--- src/rtl/regport_pkg.sv ---
package regport_pkg;

  // Strobes sent from the control module to the datapath, one set per cycle.
  typedef struct packed {
    logic ptrLoad;   // address-side write: load the pointer
    logic ptrStep;   // value-side access: advance the pointer
    logic regWe;     // value-side write that is allowed
    logic cmdFire;   // accepted write to the command register
    logic causeRd;   // unblocked read of the cause register
  } portStrobe_t;

endpackage

--- src/rtl/regport_ctrl.sv ---
module regport_ctrl
  import regport_pkg::*;
#(
  parameter int PTR_W     = 5,
  parameter int NUM_REGS  = 26,
  parameter int CMD_IDX   = 24,
  parameter int DATA_IDX  = 25,
  parameter int CAUSE_IDX = 23
) (
  input  logic             clk,
  input  logic             rst,
  input  logic             hostSel,
  input  logic             hostWr,
  input  logic             hostRd,
  input  logic [PTR_W-1:0] ptr,
  input  logic             engBusy,
  input  logic             engCip,
  input  logic             engIrq,
  output portStrobe_t      strobe,
  output logic             visible,
  output logic             irqPend,
  output logic             cmdIgnored
);

  localparam logic [PTR_W:0]   REG_LIMIT = (PTR_W+1)'(NUM_REGS);
  localparam logic [PTR_W-1:0] CMD_P     = PTR_W'(CMD_IDX);
  localparam logic [PTR_W-1:0] DATA_P    = PTR_W'(DATA_IDX);
  localparam logic [PTR_W-1:0] CAUSE_P   = PTR_W'(CAUSE_IDX);

  logic inRange, isCmd, isData, isCause;
  logic busyBlock, cipBlock;
  logic valAccess, cmdDrop;

  always_comb begin
    inRange   = ({1'b0, ptr} < REG_LIMIT);
    isCmd     = (ptr == CMD_P);
    isData    = (ptr == DATA_P);
    isCause   = (ptr == CAUSE_P);
    busyBlock = engBusy && !isCmd && !isData;
    cipBlock  = engCip && isCmd;
    visible   = inRange && !busyBlock && !cipBlock;
    valAccess = hostSel && (hostWr || hostRd);
    cmdDrop   = valAccess && hostWr && engCip && isCmd;
  end

  always_comb begin
    strobe.ptrLoad = !hostSel && hostWr;
    strobe.ptrStep = valAccess;
    strobe.regWe   = valAccess && hostWr && visible;
    strobe.cmdFire = valAccess && hostWr && visible && isCmd;
    strobe.causeRd = valAccess && !hostWr && visible && isCause;
  end

  // Flags: an engine request takes priority over clearing by a cause read.
  always_ff @(posedge clk) begin
    if (rst) begin
      irqPend    <= 1'b0;
      cmdIgnored <= 1'b0;
    end else begin
      if (engIrq)              irqPend <= 1'b1;
      else if (strobe.causeRd) irqPend <= 1'b0;

      if (cmdDrop)             cmdIgnored <= 1'b1;
      else if (strobe.causeRd) cmdIgnored <= 1'b0;
    end
  end

endmodule

--- src/rtl/regport_data.sv ---
module regport_data
  import regport_pkg::*;
#(
  parameter int DATA_W    = 8,
  parameter int PTR_W     = 5,
  parameter int NUM_REGS  = 26,
  parameter int CMD_IDX   = 24,
  parameter int CAUSE_IDX = 23,
  parameter int CNT_IDX   = 18,
  parameter int CNT_BYTES = 3
) (
  input  logic                        clk,
  input  logic                        rst,
  input  portStrobe_t                 strobe,
  input  logic                        visible,
  input  logic                        hostSel,
  input  logic [DATA_W-1:0]           hostWdata,
  input  logic [DATA_W-1:0]           statusByte,
  input  logic                        engIrq,
  input  logic [DATA_W-1:0]           engCause,
  output logic [PTR_W-1:0]            ptr,
  output logic [DATA_W-1:0]           hostRdata,
  output logic [CNT_BYTES*DATA_W-1:0] xferCount,
  output logic [DATA_W-1:0]           cmdByte,
  output logic                        cmdValid
);

  logic [DATA_W-1:0] regs [NUM_REGS];
  logic [DATA_W-1:0] regVal;

  // Pointer: load from the address side, or step on any value-side access (wraps).
  always_ff @(posedge clk) begin
    if (rst)                 ptr <= '0;
    else if (strobe.ptrLoad) ptr <= hostWdata[PTR_W-1:0];
    else if (strobe.ptrStep) ptr <= ptr + 1'b1;
  end

  // Register file; the cause entry also has an engine load path.
  for (genvar i = 0; i < NUM_REGS; i++) begin : g_reg
    localparam logic [PTR_W-1:0] IDX = PTR_W'(i);
    if (i == CAUSE_IDX) begin : g_cause
      always_ff @(posedge clk) begin
        if (rst)                               regs[i] <= '0;
        else if (engIrq)                       regs[i] <= engCause;
        else if (strobe.regWe && (ptr == IDX)) regs[i] <= hostWdata;
      end
    end else begin : g_plain
      always_ff @(posedge clk) begin
        if (rst)                               regs[i] <= '0;
        else if (strobe.regWe && (ptr == IDX)) regs[i] <= hostWdata;
      end
    end
  end

  always_comb begin
    regVal = '0;
    for (int i = 0; i < NUM_REGS; i++) begin
      if (ptr == PTR_W'(i)) regVal = regs[i];
    end
  end

  always_comb begin
    if (!hostSel)     hostRdata = statusByte;
    else if (visible) hostRdata = regVal;
    else              hostRdata = '0;
  end

  // Count field: the lowest-numbered register is the most significant byte.
  for (genvar b = 0; b < CNT_BYTES; b++) begin : g_cnt
    assign xferCount[(CNT_BYTES-1-b)*DATA_W +: DATA_W] = regs[CNT_IDX+b];
  end

  assign cmdByte = regs[CMD_IDX];

  always_ff @(posedge clk) begin
    if (rst) cmdValid <= 1'b0;
    else     cmdValid <= strobe.cmdFire;
  end

endmodule

--- src/rtl/ind_regport.sv ---
module ind_regport
  import regport_pkg::*;
#(
  parameter int DATA_W    = 8,
  parameter int PTR_W     = 5,
  parameter int NUM_REGS  = 26,
  parameter int CMD_IDX   = 24,
  parameter int DATA_IDX  = 25,
  parameter int CAUSE_IDX = 23,
  parameter int CNT_IDX   = 18,
  parameter int CNT_BYTES = 3
) (
  input  logic                        clk,
  input  logic                        rst,
  input  logic                        hostSel,
  input  logic                        hostWr,
  input  logic                        hostRd,
  input  logic [DATA_W-1:0]           hostWdata,
  output logic [DATA_W-1:0]           hostRdata,
  input  logic                        engBusy,
  input  logic                        engCip,
  input  logic                        engIrq,
  input  logic [DATA_W-1:0]           engCause,
  input  logic                        engParErr,
  input  logic                        engDbr,
  output logic [CNT_BYTES*DATA_W-1:0] xferCount,
  output logic [DATA_W-1:0]           cmdByte,
  output logic                        cmdValid
);

  portStrobe_t       strobe;
  logic              visible;
  logic              irqPend;
  logic              cmdIgnored;
  logic [PTR_W-1:0]  ptr;
  logic [DATA_W-1:0] statusByte;

  assign statusByte = DATA_W'({irqPend, cmdIgnored, engBusy, engCip,
                               2'b00, engParErr, engDbr});

  regport_ctrl #(
    .PTR_W(PTR_W), .NUM_REGS(NUM_REGS), .CMD_IDX(CMD_IDX),
    .DATA_IDX(DATA_IDX), .CAUSE_IDX(CAUSE_IDX)
  ) u_ctrl (
    .clk(clk), .rst(rst), .hostSel(hostSel), .hostWr(hostWr), .hostRd(hostRd),
    .ptr(ptr), .engBusy(engBusy), .engCip(engCip), .engIrq(engIrq),
    .strobe(strobe), .visible(visible), .irqPend(irqPend), .cmdIgnored(cmdIgnored)
  );

  regport_data #(
    .DATA_W(DATA_W), .PTR_W(PTR_W), .NUM_REGS(NUM_REGS), .CMD_IDX(CMD_IDX),
    .CAUSE_IDX(CAUSE_IDX), .CNT_IDX(CNT_IDX), .CNT_BYTES(CNT_BYTES)
  ) u_data (
    .clk(clk), .rst(rst), .strobe(strobe), .visible(visible), .hostSel(hostSel),
    .hostWdata(hostWdata), .statusByte(statusByte), .engIrq(engIrq),
    .engCause(engCause), .ptr(ptr), .hostRdata(hostRdata),
    .xferCount(xferCount), .cmdByte(cmdByte), .cmdValid(cmdValid)
  );

endmodule

--- config.mk ---
export PLATFORM = sky130hd
export DESIGN_NAME = ind_regport
export DESIGN_NICKNAME = d
export VERILOG_FILES = /design/src/rtl/regport_pkg.sv /design/src/rtl/regport_ctrl.sv /design/src/rtl/regport_data.sv /design/src/rtl/ind_regport.sv
export SDC_FILE = /design/constraint.sdc
export NUM_CORES = 1
export LEC_CHECK = 0
export ABC_AREA = 1
export BUFFER_PORTS_ARGS = -buffer_cell sky130_fd_sc_hd__buf_2
export CORE_MARGIN = 2
export CORE_UTILIZATION = 53
export CTS_BUF_LIST = sky130_fd_sc_hd__clkbuf_2
export CTS_CLUSTER_DIAMETER = 120
export DETAILED_ROUTE_END_ITERATION = 16
export PLACE_DENSITY = 0.74
export SYNTH_ARGS = -nofsm -noshare
export SYNTH_HDL_FRONTEND = slang
export SYNTH_SLANG_ARGS = --single-unit
--- constraint.sdc ---
create_clock -name clk -period 3.7 [get_ports clk]
set_input_delay 0.925 -clock clk [delete_from_list [all_inputs] [get_ports clk]]
set_output_delay 0.925 -clock clk [all_outputs]
set_load 0.02 [all_outputs]
* Yosys cells after proc, flatten, opt, wreduce, memory -nomap -nowiden
Memories as Yosys holds them, arrays and structs flattened.
Cells that the tools add are included.
** Storage, ports and cells
- Register bits after elaboration :: 8
- RAM bits :: 208
- Logic and storage cells :: 254
- Memories :: 1
** Operators by class
- Add/sub/neg operators :: 1
- $lt $le $gt $ge :: 1
- Eq/ne operators :: 25
- Mux-type cells :: 144
- Bitwise operators :: 27
- Reductions and logical operators :: 51
** Memories
- u_data.regs :: words 26, bits a word 8, read ports 26, clocked after Yosys merged registers in 0, write ports 26, RTL line regport_data.sv:28 : logic [DATA_W-1:0] regs [NUM_REGS];
** Operator list (number)
- 8-bit 2-to-1 mux :: 55
- 1-bit 2-to-1 mux :: 87
- 5-bit == test, second input constant :: 10
- 5-bit by 4-bit == test with 1-bit output, second input constant :: 8
- 1-bit logical AND :: 40
- 1-bit bitwise OR :: 27
- 5-bit by 3-bit == test with 1-bit output, second input constant :: 4
- 5-bit by 2-bit == test with 1-bit output, second input constant :: 2
- 5-bit 2-to-1 mux :: 2
- 1-bit logical NOT :: 6
- 2-bit nonzero test :: 3
- 5-bit by 1-bit adder with 5-bit output, second input constant :: 1
- 5-bit by 1-bit == test with 1-bit output, second input constant :: 1
- 5-bit logical NOT :: 1
- 5-bit less-than comparator, second input constant :: 1
- 1-bit logical OR :: 1

* Depth between registers and ports, before layout
Gate-level depths: netlist of the first run.
- Depth in word-level cells :: 29
- Depth in mapped cells :: 34
- Mapped depth without buffers :: 34

* Hierarchy
A second synthesis of the first run with hierarchy kept.
** Second synthesis, totals
- Cells, all modules :: 1247
- Area, all modules :: 11090.6 µm²
** Modules (own cells, without submodules)
- regport_data :: times used 1, cells each 1209, area each 10885.4 µm², sequential area each 6366.1 µm²
- regport_ctrl :: times used 1, cells each 37, area each 201.4 µm², sequential area each 40.0 µm²
- ind_regport :: times used 1, cells each 1, area each 3.8 µm², sequential area each 0.0 µm²

* Worst setup path before layout of the first run
OpenSTA, ideal clock, no wires.
- Path type :: reg-to-output
- Start :: register u_data.ptr[0]
- End :: output port hostRdata[6]
- Arrival :: 2592 ps
- Slack :: 183 ps
- Cell stages (with the launch flop) :: 34
- Cell sequence :: dfxtp_1 > ha_1 > inv_1 > nor2_1 > nand2_2 > inv_2 > nand2_1 > nand2_1 > inv_2 > nand2_1 > nand2_1 > nand2_1 > nand3_1 > nand3_1 > nand2_1 > nand2_1 > nand2_1 > nand3_1 > nand2_1 > nand3_1 > nand3_1 > nand3_1 > nand3_1 > nand3_1 > nand3_1 > nand3_1 > nand3_1 > nand3_1 > nand2_1 > nand2_1 > nand2_1 > nand2_1 > nand2_1 > nand2_1
** Between the ends
- Longest elaborated chain between the ends :: 29
- Elaborated cells on any way between the ends :: 64
- Those cells by class :: 1 x order compare; 25 x eq/ne; 28 x mux; 10 x reduce/logical
** RTL lines
- start, declared :: RTL line regport_data.sv:21 : output logic [PTR_W-1:0] ptr,
- start signal, assigned :: RTL line regport_data.sv:34 : else if (strobe.ptrLoad) ptr <= hostWdata[PTR_W-1:0];
- start signal, assigned :: RTL line regport_data.sv:35 : else if (strobe.ptrStep) ptr <= ptr + 1'b1;
- 5-bit logical NOT :: RTL line regport_data.sv:58 : if (ptr == PTR_W'(i)) regVal = regs[i];
- 8-bit 2-to-1 mux (26 in a row) :: RTL line regport_data.sv:58
- 8-bit 2-to-1 mux * :: RTL line regport_data.sv:64 : else if (visible) hostRdata = regVal;
- 8-bit 2-to-1 mux * :: RTL line regport_data.sv:63 : if (!hostSel) hostRdata = statusByte;
- end, declared :: RTL line ind_regport.sv:19 : output logic [DATA_W-1:0] hostRdata,
Mark *: on every way between the ends. The rest lies on a longest branch, timed or not.

* Worst setup path in the final report of the first run
- Start :: register u_data.ptr[1]
- End :: output port hostRdata[3]
Same word-level chain as after synthesis.

==> results of run 1 <==
## kinds of logic (layout without fill, tap and decap cells)
logic type / after synthesis / after routing / synth area share [%]
AOI/OAI and AO/OA: 79 / 79 / 4.05
xor gates and xnor gates: 1 / 1 / 0.0799
adders and majority gates: 5 / 5 / 0.571
buffers and inverters: 206 / 403 / 8.37
DFF: 216 / 216 / 58.4
other: 0 / 1 / 0
and+or+nand+nor: 751 / 751 / 28.5
## cell type report
type	instances	area, um^2	area share [%]
clock inverters	11	68.8	0.526
diodes	1	2.50	0.0191
repair buffers	174	1270	9.71
multi-input cells	836	4020	30.7
inverters	127	509	3.89
well taps	270	338	2.58
clock buffers	91	455	3.48
flip-flops and latches	216	6420	49.1
## where the power goes
part	leakage [nW]	switching (mW)	internal [mW]
combinational	3.28	0.578	0.323
sequential	2.22	0.0459	2.77
clock	0.413	0.984	0.710
## worst max-delay path, delay by kind of cell, from the launching register on
kind | cells | cell delay, ns
buffers and inverters | 3 | 0.34
AND/OR/NAND/NOR | 23 | 1.89
AO/OA/AOI/OAI | 3 | 0.49
flip-flops | 1 | 0.42
adder cells (fa/ha/maj) | 1 | 0.16
## per-layer routing
layer	vias to the layer above	share of wire (%)	wire length [um]	GRT usage (%)
met5	-	0	0	0
met4	0	3.7	1080	12.5
met3	96	9.5	2820	4.66
met2	545	49	14500	44.4
met1	4310	38	11200	33.2
li1	4395	-	-	-
## synthesized netlist by cell type, drive strengths merged (2+ instances only)
cell	number	area share, %
nand2	351	12
nor2	257	9.4
edfxtp	208	57
inv	118	4.0
nand3	111	5.1
o21ai	53	2.4
buf	49	3.0
clkbuf	30	1.0
or2	26	1.5
o211ai	10	0.68
clkinv	9	0.31
dfxtp	8	1.5
a21oi	7	0.32
ha	5	0.57
nand4	4	0.23
o21bai	3	0.21
a31oi	2	0.11
## how the worst max path moves through the flow
stage	from	end	slack [ns]	cells past startpoint
global placement	u_data.ptr[0]$_SDFFE_PP0P_	hostRdata[4]	-0.51	33
finish	u_data.ptr[1]$_SDFFE_PP0P_	hostRdata[3]	-1.37	30
floorplan	u_data.ptr[0]$_SDFFE_PP0P_	hostRdata[6]	0.18	33
global route	u_data.ptr[0]$_SDFFE_PP0P_	hostRdata[4]	-1.67	33
detailed placement	u_data.ptr[0]$_SDFFE_PP0P_	hostRdata[0]	-0.61	34
CTS	u_data.ptr[0]$_SDFFE_PP0P_	hostRdata[0]	-1.32	34
## cell usage in the layout, fill, tap and decap left out, types with 5 or more instances in the layout
master,instances
edfxtp_1,208
o21ai_0,43
nand2_1,328
buf_6,17
clkinv_1,17
nand2_4,5
inv_1,91
buf_2,60
nand2_2,18
nor2_1,241
nand3_1,74
clkbuf_2,91
buf_4,93
nor2_4,12
inv_2,21
nand3_2,37
o211ai_1,10
or2_2,22
o21ai_1,6
## timing repair
action | 4_1_cts | 5_1_grt
hold buffers | 0 | 0
setup endpoints to repair | 8 | 8
gates resized for setup | 67 | 67
endpoints found under the hold margin | 0 | 0
pin swaps | 51 | 56
buffers inserted | 13 | 22
## flip-flops by register name, summed over array words and instances (netlist names)
name	count
u_data.regs	208
u_data.cmdValid	1
u_ctrl.cmdIgnored	1
u_data.ptr	5
u_ctrl.irqPend	1
==> impl_results.md, run 1 <==
- Status: complete, but fails checks
- Failing checks: negative setup slack
- Sequential share of the synthesized area: 58.4%
- CTS Buffer Depth: 3
- Relative slew slack: 23.5%
- Via/cell ratio: 5.41
- Core area: 20200 um^2
- DR vias: 9346
- WL final: 29600 um
- Placed Instances: 1588
- Initial DRC count: 801
- Std cell rows: 52
- Clk_skew: 0.0643 ns
- Max-slew violations: 0
- Max_cap viols: 0
- Fillers: 1606
- TritonCTS Buffers: 55
- Avg Cell Area, Syn: 8.71 um^2
- FFs w/ async S/R, synth: 0%
- Largest net degree at the start of global routing: 40
- H-tree depth: 2
- FF+latch count, synth: 216
- CP arrival: 4.15 ns
- Mapped Area: 11000 um^2
- Mapped Cells: 1258
- Achievable frequency: 197 MHz
- Reg2reg end: u_data.regs[1][60]$_DFFE_PP_
- CTS tree: done
- Area after DPL: 11800 um^2
- Number of global-route vias before repair: 9071
- Clock Latency Late Sink: 0.86 ns
- Ys flop type: edfxtp_1
- Area grow syn2layout: 19.3%
- I/O Pins: 67
- YS warnings: 0
- WL/cell: 17.1 um
- Final worst-path cycle share: 137%
- GR Overflow Total: 0
- RD Place Congestion: 0.910
- Tmin final: 5.07 ns
- PnR worst setup slack: -1.37 ns
- Hold depth: 2
- P per Cell Area: 413 nW/um^2
- Hold Slack: 0.398 ns
- Worst Hold Path EP: u_ctrl.irqPend$_SDFFE_PP0P_
- Antenna violations before repair: 1
- Initial core utilization: 54.2%
- NumNets Final: 1441
- R2R Setup Slk: 0.49 ns
- Critical Path Fanout Max: 7
- Peak supply drop: 210 uV
- GR Util All Layers: 26.4%
- WP data required: 2.77 ns
- Hold Crit Class: in -> reg
- DP Wirelength: 18700 um
- Sum Neg Setup Slack: -10.23 ns
- Design area: 13100 um^2
- Tightest Pin Transition: 1.14 ns
- Syn Nets: 1289
- Post-route ant nets: 0
- Hold violation count in the final report: 0
- Yosys cell types: 33
- Clk slew on worst S/H paths: 0.10 ns
- Chip width: 148 um
- Max incr delay on CP: 0.42 ns
- Cell mode on critical path: nand2_1
- Port bufs: 66
- Die Y: 148 um
- Total power: 5.41 mW
- Post-route core utilization: 64.6%
- Final setup fails: 8
- Hold path startpoint: rst
- Worst Setup Start Kind: flip-flop
- CP Class: reg -> out
- First-pass GRT wire length: 44900 um
- Die area: 21800 um^2
- R2R Path Start: u_data.ptr[3]$_SDFFE_PP0P_
- Clock sink total: 216
- R2R depth: 14
- RSZ-0062 raised after global routing: true
- Layout cells sized above 1: 28.1%
- Drt drc: 0
- First drt pass iteration count: 5
- CP max stage cell: dfxtp_4
- Number of synthesized flops with an enable pin: 208
- Lkg Pwr: 5.92 nW
- Root Driver: clkbuf_2
- Non-Filler Instances: 1726
- Worst slack, placed: -0.605 ns
- Crit path capture type: output pin
Power figures use the tool's default switching activity.
==> run 2, diff against run 1 <==
CORE_MARGIN = 3   (was 2)
CORE_UTILIZATION = 55   (was 53)
PLACE_DENSITY = 0.76   (was 0.74)
==> impl_results.md, run 2 (synthesis results as in run 1) <==
- Port bufs: 66 (unchanged)
- Post-route core utilization: 64.1% (-0.51 points)
- Final worst-path cycle share: 135% (-2.0 points)
- Most frequent cells in the layout: 333 x nand2_1, 242 x nor2_1, 208 x edfxtp_1
- Peak supply drop: 159 uV (-24%)
- PnR worst setup slack: -1.30 ns (+0.0735 ns)
- Initial DRC count: 944 (+18%)
- CTS tree: done
- Achievable frequency: 200 MHz (+1.5%)
- P per Cell Area: 411 nW/um^2 (-0.60%)
- WL final: 27800 um (-6.1%)
- Die Y: 147 um (-0.43%)
- Crit path capture type: output pin
- Design area: 12500 um^2 (-4.3%)
- Hold Crit Class: in -> reg
- Fillers: 1613 (+0.44%)
- CTS Buffer Depth: 3 (unchanged)
- Top reg by flops: u_data.regs
- Worst Hold Path EP: u_ctrl.cmdIgnored$_SDFFE_PP0P_
- Clk_skew: 0.0642 ns (-0.0000520 ns)
- NumNets Final: 1410 (-2.2%)
- Final setup fails: 8 (unchanged)
- Max_cap viols: 0 (unchanged)
- Status: complete, but fails checks
- GR Util All Layers: 25.3% (-1.1 points)
- Post-route ant nets: 0 (unchanged)
- Worst Setup Start Kind: flip-flop
- TritonCTS Buffers: 52 (-5.5%)
- Regs by FF count: u_data.regs (208), u_data.ptr (5)
- Hold path startpoint: rst
- RSZ-0062 raised after global routing: true
- R2R depth: 15 (+1)
- GR Overflow Total: 0 (unchanged)
- CTS Hold Buffers Added: 0 (unchanged)
- DR vias: 9030 (-3.4%)
- Area after DPL: 11700 um^2 (-0.75%)
- R2R Path Start: u_data.ptr[3]$_SDFFE_PP0P_
- Area grow syn2layout: 14.2%
- Std cell rows: 51 (-1.9%)
- Number of global-route vias before repair: 8679 (-4.3%)
- First drt pass iteration count: 5 (unchanged)
- Reg2reg end: u_data.regs[0][51]$_SDFFCE_PN0P_
- Drt drc: 0 (unchanged)
- Clk slew on worst S/H paths: 0.10 ns (about the same)
- Clock Latency Late Sink: 0.84 ns (-0.02 ns)
- Seq. cell area: 6410 um^2 (about the same)
- Relative slew slack: 16.6% (-6.8 points)
- Most common cell after layout, fill and taps aside: nand2_1
- Largest net degree at the start of global routing: 32 (-20%)
- WL/cell: 16.6 um (-3.2%)
- CP startpoint: u_data.ptr[0]$_SDFFE_PP0P_
- RD Place Congestion: 0.895 (-1.6%)
- Antenna violations before repair: 1 (unchanged)
- Layout cells sized above 1: 23.1% (-5.0 points)
- H-tree depth: 2 (unchanged)
- Max incr delay on CP: 0.34 ns (-0.08 ns)
- WP data required: 2.77 ns (about the same)
- Hold violation count in the final report: 0 (unchanged)
- Cell mode on critical path: nand2_1
- Tightest Pin Transition: 1.24 ns (+0.102 ns)
- Tmin final: 5.00 ns (-0.0735 ns)
- Max-slew violations: 0 (unchanged)
- Failing checks: negative setup slack
- Largest register FFs: 208 (unchanged)
- Chip width: 147 um (-0.43%)
- I/O Pins: 67 (unchanged)
- DP Wirelength: 17800 um (-4.9%)
- CP max stage cell: dfxtp_2
- Multi-input logic area: 3860 um^2 (-3.9%)
- Initial core utilization: 56.1% (+2.0 points)
- CP Class: reg -> out
- Hold depth: 2 (unchanged)
- Worst slack, placed: -0.616 ns (-0.0112 ns)
- Sum Neg Setup Slack: -9.95 ns (+0.279 ns)
- Die area: 21700 um^2 (-0.86%)
- Lkg Pwr: 5.58 nW (-5.7%)
- Core area: 19500 um^2 (-3.5%)
- Root Driver: clkbuf_2
- Hold Slack: 0.370 ns (-0.0284 ns)
- First-pass GRT wire length: 43300 um (-3.6%)
- Via/cell ratio: 5.39 (-0.44%)
- CP arrival: 4.07 ns (-0.08 ns)
- R2R Setup Slk: 0.40 ns (-0.09 ns)
- Critical Path Fanout Max: 4 (-3)
- Clock sink total: 216 (unchanged)
-- run 2: cell count changes in the layout (fill, tap and decap cells not counted), sizes merged --
| cell | change |
|---|---|
| clkbuf | -20 |
| clkinv | +1 |
| buf | -28 |
| inv | +1 |
-- run 2: final cells by class --
class / count / area share (%)
sequential: 216 / 51.2
multi-input combinational: 836 / 30.8
timing repair buffer: 146 / 7.97
inverter: 127 / 3.87
clock buffer: 71 / 2.84
tap: 265 / 2.65
clock inverter: 13 / 0.610
antenna: 1 / 0.0200
-- run 2: routing by layer --
metal  vias up  GRT usage, %  wire length (um)
met5         -             0                 0
met4         0          10.3               897
met3        81          4.60              2340
met2       432          42.9             13700
met1      4206          32.4             10900
li1       4311             -                 -
-- run 2: metrics by stage --
stage / power, mW / instances
floorplan: 3.32 / 1258
global placement: 3.58 / 1577
detailed placement: 3.59 / 1577
CTS: 5.11 / 1673
global route: 5.38 / 1675
finish: 5.15 / 1675
-- run 2: worst max-delay path by stage --
stage / end
after floorplan: hostRdata[6]
after global placement: hostRdata[6]
after detailed placement: hostRdata[6]
after CTS: hostRdata[6]
after global routing: hostRdata[0]
final: hostRdata[0]
-- run 2: power by group --
| group | total [mW] | switching (mW) | leakage (nW) | internal (mW) |
|---|---|---|---|---|
| Clock | 1.50 | 0.922 | 0.330 | 0.578 |
| Combinational | 0.842 | 0.546 | 3.03 | 0.296 |
| Sequential | 2.80 | 0.0384 | 2.22 | 2.76 |
-- run 2: what timing repair did --
item / in CTS / in global routing
pin swaps: 28 / 51
setup buffers: 12 / 1
endpoints found under the setup margin: 8 / 8
resized for setup: 40 / 40
-- run 2: worst max-delay path, delay by kind of cell, from the launching register on --
kind | cells | cell delay [ns]
simple gates | 27 | 1.97
buf+inv | 4 | 0.41
compound gates | 3 | 0.38
fa+ha+maj | 1 | 0.13
flops | 1 | 0.34
==> run 3, diff against run 2 <==
CORE_ASPECT_RATIO = 1.4   (was unset)
PLACE_DENSITY = unset   (was 0.76)
PLACE_DENSITY_LB_ADDON = 0.05   (was unset)
==> impl_results.md, run 3 (synthesis results as in run 1) <==
- Die area: 21700 um^2 (+0.11%)
- Achievable frequency: 200 MHz (about the same)
- Critical Path Fanout Max: 4 (unchanged)
- Tmin final: 4.99 ns (-0.00447 ns)
- Most common cell after layout, fill and taps aside: nand2_1
- Hold depth: 2 (unchanged)
- Clk slew on worst S/H paths: 0.12 ns (+0.02 ns)
- Tightest Pin Transition: 1.00 ns (-0.243 ns)
- Clk_skew: 0.0309 ns (-0.0333 ns)
- RD Place Congestion: 0.872 (-2.6%)
- H-tree depth: 2 (unchanged)
- DR vias: 8937 (-1.0%)
- Initial core utilization: 56.6% (+0.46 points)
- Std cell rows: 60 (+18%)
- Design area: 12800 um^2 (+1.9%)
- Port bufs: 66 (unchanged)
- Core area: 19400 um^2 (-0.81%)
- CP max stage cell: dfxtp_4
- NumNets Final: 1431 (+1.5%)
- Most frequent cells in the layout: 335 x nand2_1, 242 x nor2_1, 208 x edfxtp_1
- Regs by FF count: u_data.regs (208), u_data.ptr (5)
- P per Cell Area: 407 nW/um^2 (-0.84%)
- Antenna violations before repair: 1 (unchanged)
- TritonCTS Buffers: 51 (-1.9%)
- I/O Pins: 67 (unchanged)
- Status: complete, but fails checks
- R2R depth: 16 (+1)
- DP Wirelength: 19900 um (+12%)
- CTS Hold Buffers Added: 0 (unchanged)
- PnR worst setup slack: -1.29 ns (+0.00447 ns)
- Crit path capture type: output pin
- Root Driver: clkbuf_2
- RSZ-0062 raised after global routing: true
- Final worst-path cycle share: 135% (about the same)
- Fillers: 1637 (+1.5%)
- Via/cell ratio: 5.29 (-2.0%)
- Peak supply drop: 216 uV (+36%)
- Initial DRC count: 687 (-27%)
- WP data required: 2.77 ns (about the same)
- Total power: 5.20 mW (+1.0%)
- Area grow syn2layout: 16.4%
- Final setup fails: 8 (unchanged)
- Top reg by flops: u_data.regs
- Drt drc: 0 (unchanged)
- Largest net degree at the start of global routing: 37 (+16%)
- Max-slew violations: 0 (unchanged)
- Clock Latency Late Sink: 0.85 ns (about the same)
- Largest register FFs: 208 (unchanged)
- Hold Crit Class: in -> reg
- Post-route ant nets: 0 (unchanged)
- Relative slew slack: 32.9% (+16 points)
- Cell mode on critical path: nand2_1
- WL final: 29000 um (+4.3%)
- Worst Setup Start Kind: flip-flop
- First-pass GRT wire length: 45500 um (+5.0%)
- Die Y: 173 um (+18%)
- GR Util All Layers: 26.5% (+1.2 points)
- First drt pass iteration count: 5 (unchanged)
- WL/cell: 17.2 um (+3.3%)
- Layout cells sized above 1: 24.8% (+1.7 points)
- Failing checks: negative setup slack
- CP Class: reg -> out
- Number of global-route vias before repair: 8869 (+2.2%)
- CP arrival: 4.07 ns (about the same)
- R2R Setup Slk: 0.60 ns (+0.20 ns)
- Clock sink total: 216 (unchanged)
- Lkg Pwr: 5.72 nW (+2.5%)
- Hold violation count in the final report: 0 (unchanged)
- Chip width: 125 um (-15%)
- Max incr delay on CP: 0.38 ns (+0.04 ns)
- CTS tree: done
- CTS Buffer Depth: 3 (unchanged)
- Area after DPL: 11800 um^2 (+1.0%)
- Max_cap viols: 0 (unchanged)
- GR Overflow Total: 0 (unchanged)
[run 3: metrics by stage]
step	hold slack (ns)	setup slack, ns	std cells	utilization [%]	TNS (ns)
final	0.360	-1.29	1691	65.9	-9.74
after global routing	0.304	-1.65	1691	65.9	-12.40
after CTS	0.310	-1.32	1685	65.2	-10.13
after detailed placement	0.459	-0.603	1577	61.0	-3.86
after global placement	0.455	-0.548	1577	61.0	-3.63
after floorplan	0.434	0.183	1258	-	0
[run 3: cell type report]
| type | count | area [um^2] | share of cell area (%) |
|---|---|---|---|
| well taps | 248 | 310 | 2.43 |
| inverters | 127 | 487 | 3.82 |
| clock buffers | 69 | 345 | 2.71 |
| repair buffers | 168 | 1170 | 9.21 |
| flip-flops and latches | 216 | 6420 | 50.3 |
| clock inverters | 26 | 130 | 1.02 |
| diodes | 1 | 2.50 | 0.0196 |
| multi-input cells | 836 | 3890 | 30.5 |
[run 3: metal layers]
metal  vias to the layer above  routed length [um]  track usage [%]
li1                       4356                   -                -
met1                      4218               11000             30.8
met2                       285               15700             49.2
met3                        78                1450             4.30
met4                         0                 886             9.18
met5                         -                   0                0
[run 3: worst max-delay path, delay by kind of cell, from the launching register on]
kind / cells / cell delay, ns
simple gates: 25 / 2.10
buf+inv: 7 / 0.60
flops: 1 / 0.38
fa+ha+maj: 1 / 0.14
[run 3: path summary, 6_finish.rpt]
check                                               startpoint                                to
worst min register to register  u_ctrl.cmdIgnored$_SDFFE_PP0P_    u_ctrl.cmdIgnored$_SDFFE_PP0P_
worst max register to register      u_data.ptr[3]$_SDFFE_PP0P_  u_data.regs[1][68]$_SDFFCE_PN0P_
worst min-delay path                                       rst       u_ctrl.irqPend$_SDFFE_PP0P_
worst max-delay path                u_data.ptr[0]$_SDFFE_PP0P_                      hostRdata[6]
[run 3: repair_timing]
item | CTS | global route
pin swaps | 47 | 38
endpoints found under the setup margin | 8 | 8
hold endpoints to repair | 0 | 0
setup buffers | 13 | 5
gates resized for setup | 68 | 24
gates cloned | 0 | 0
[run 3: report_power, final]
part,switching (mW),internal (mW),total [mW]
sequential,0.0414,2.77,2.81
combinational,0.550,0.304,0.854
clock,0.951,0.587,1.54
total,1.54,3.66,5.20
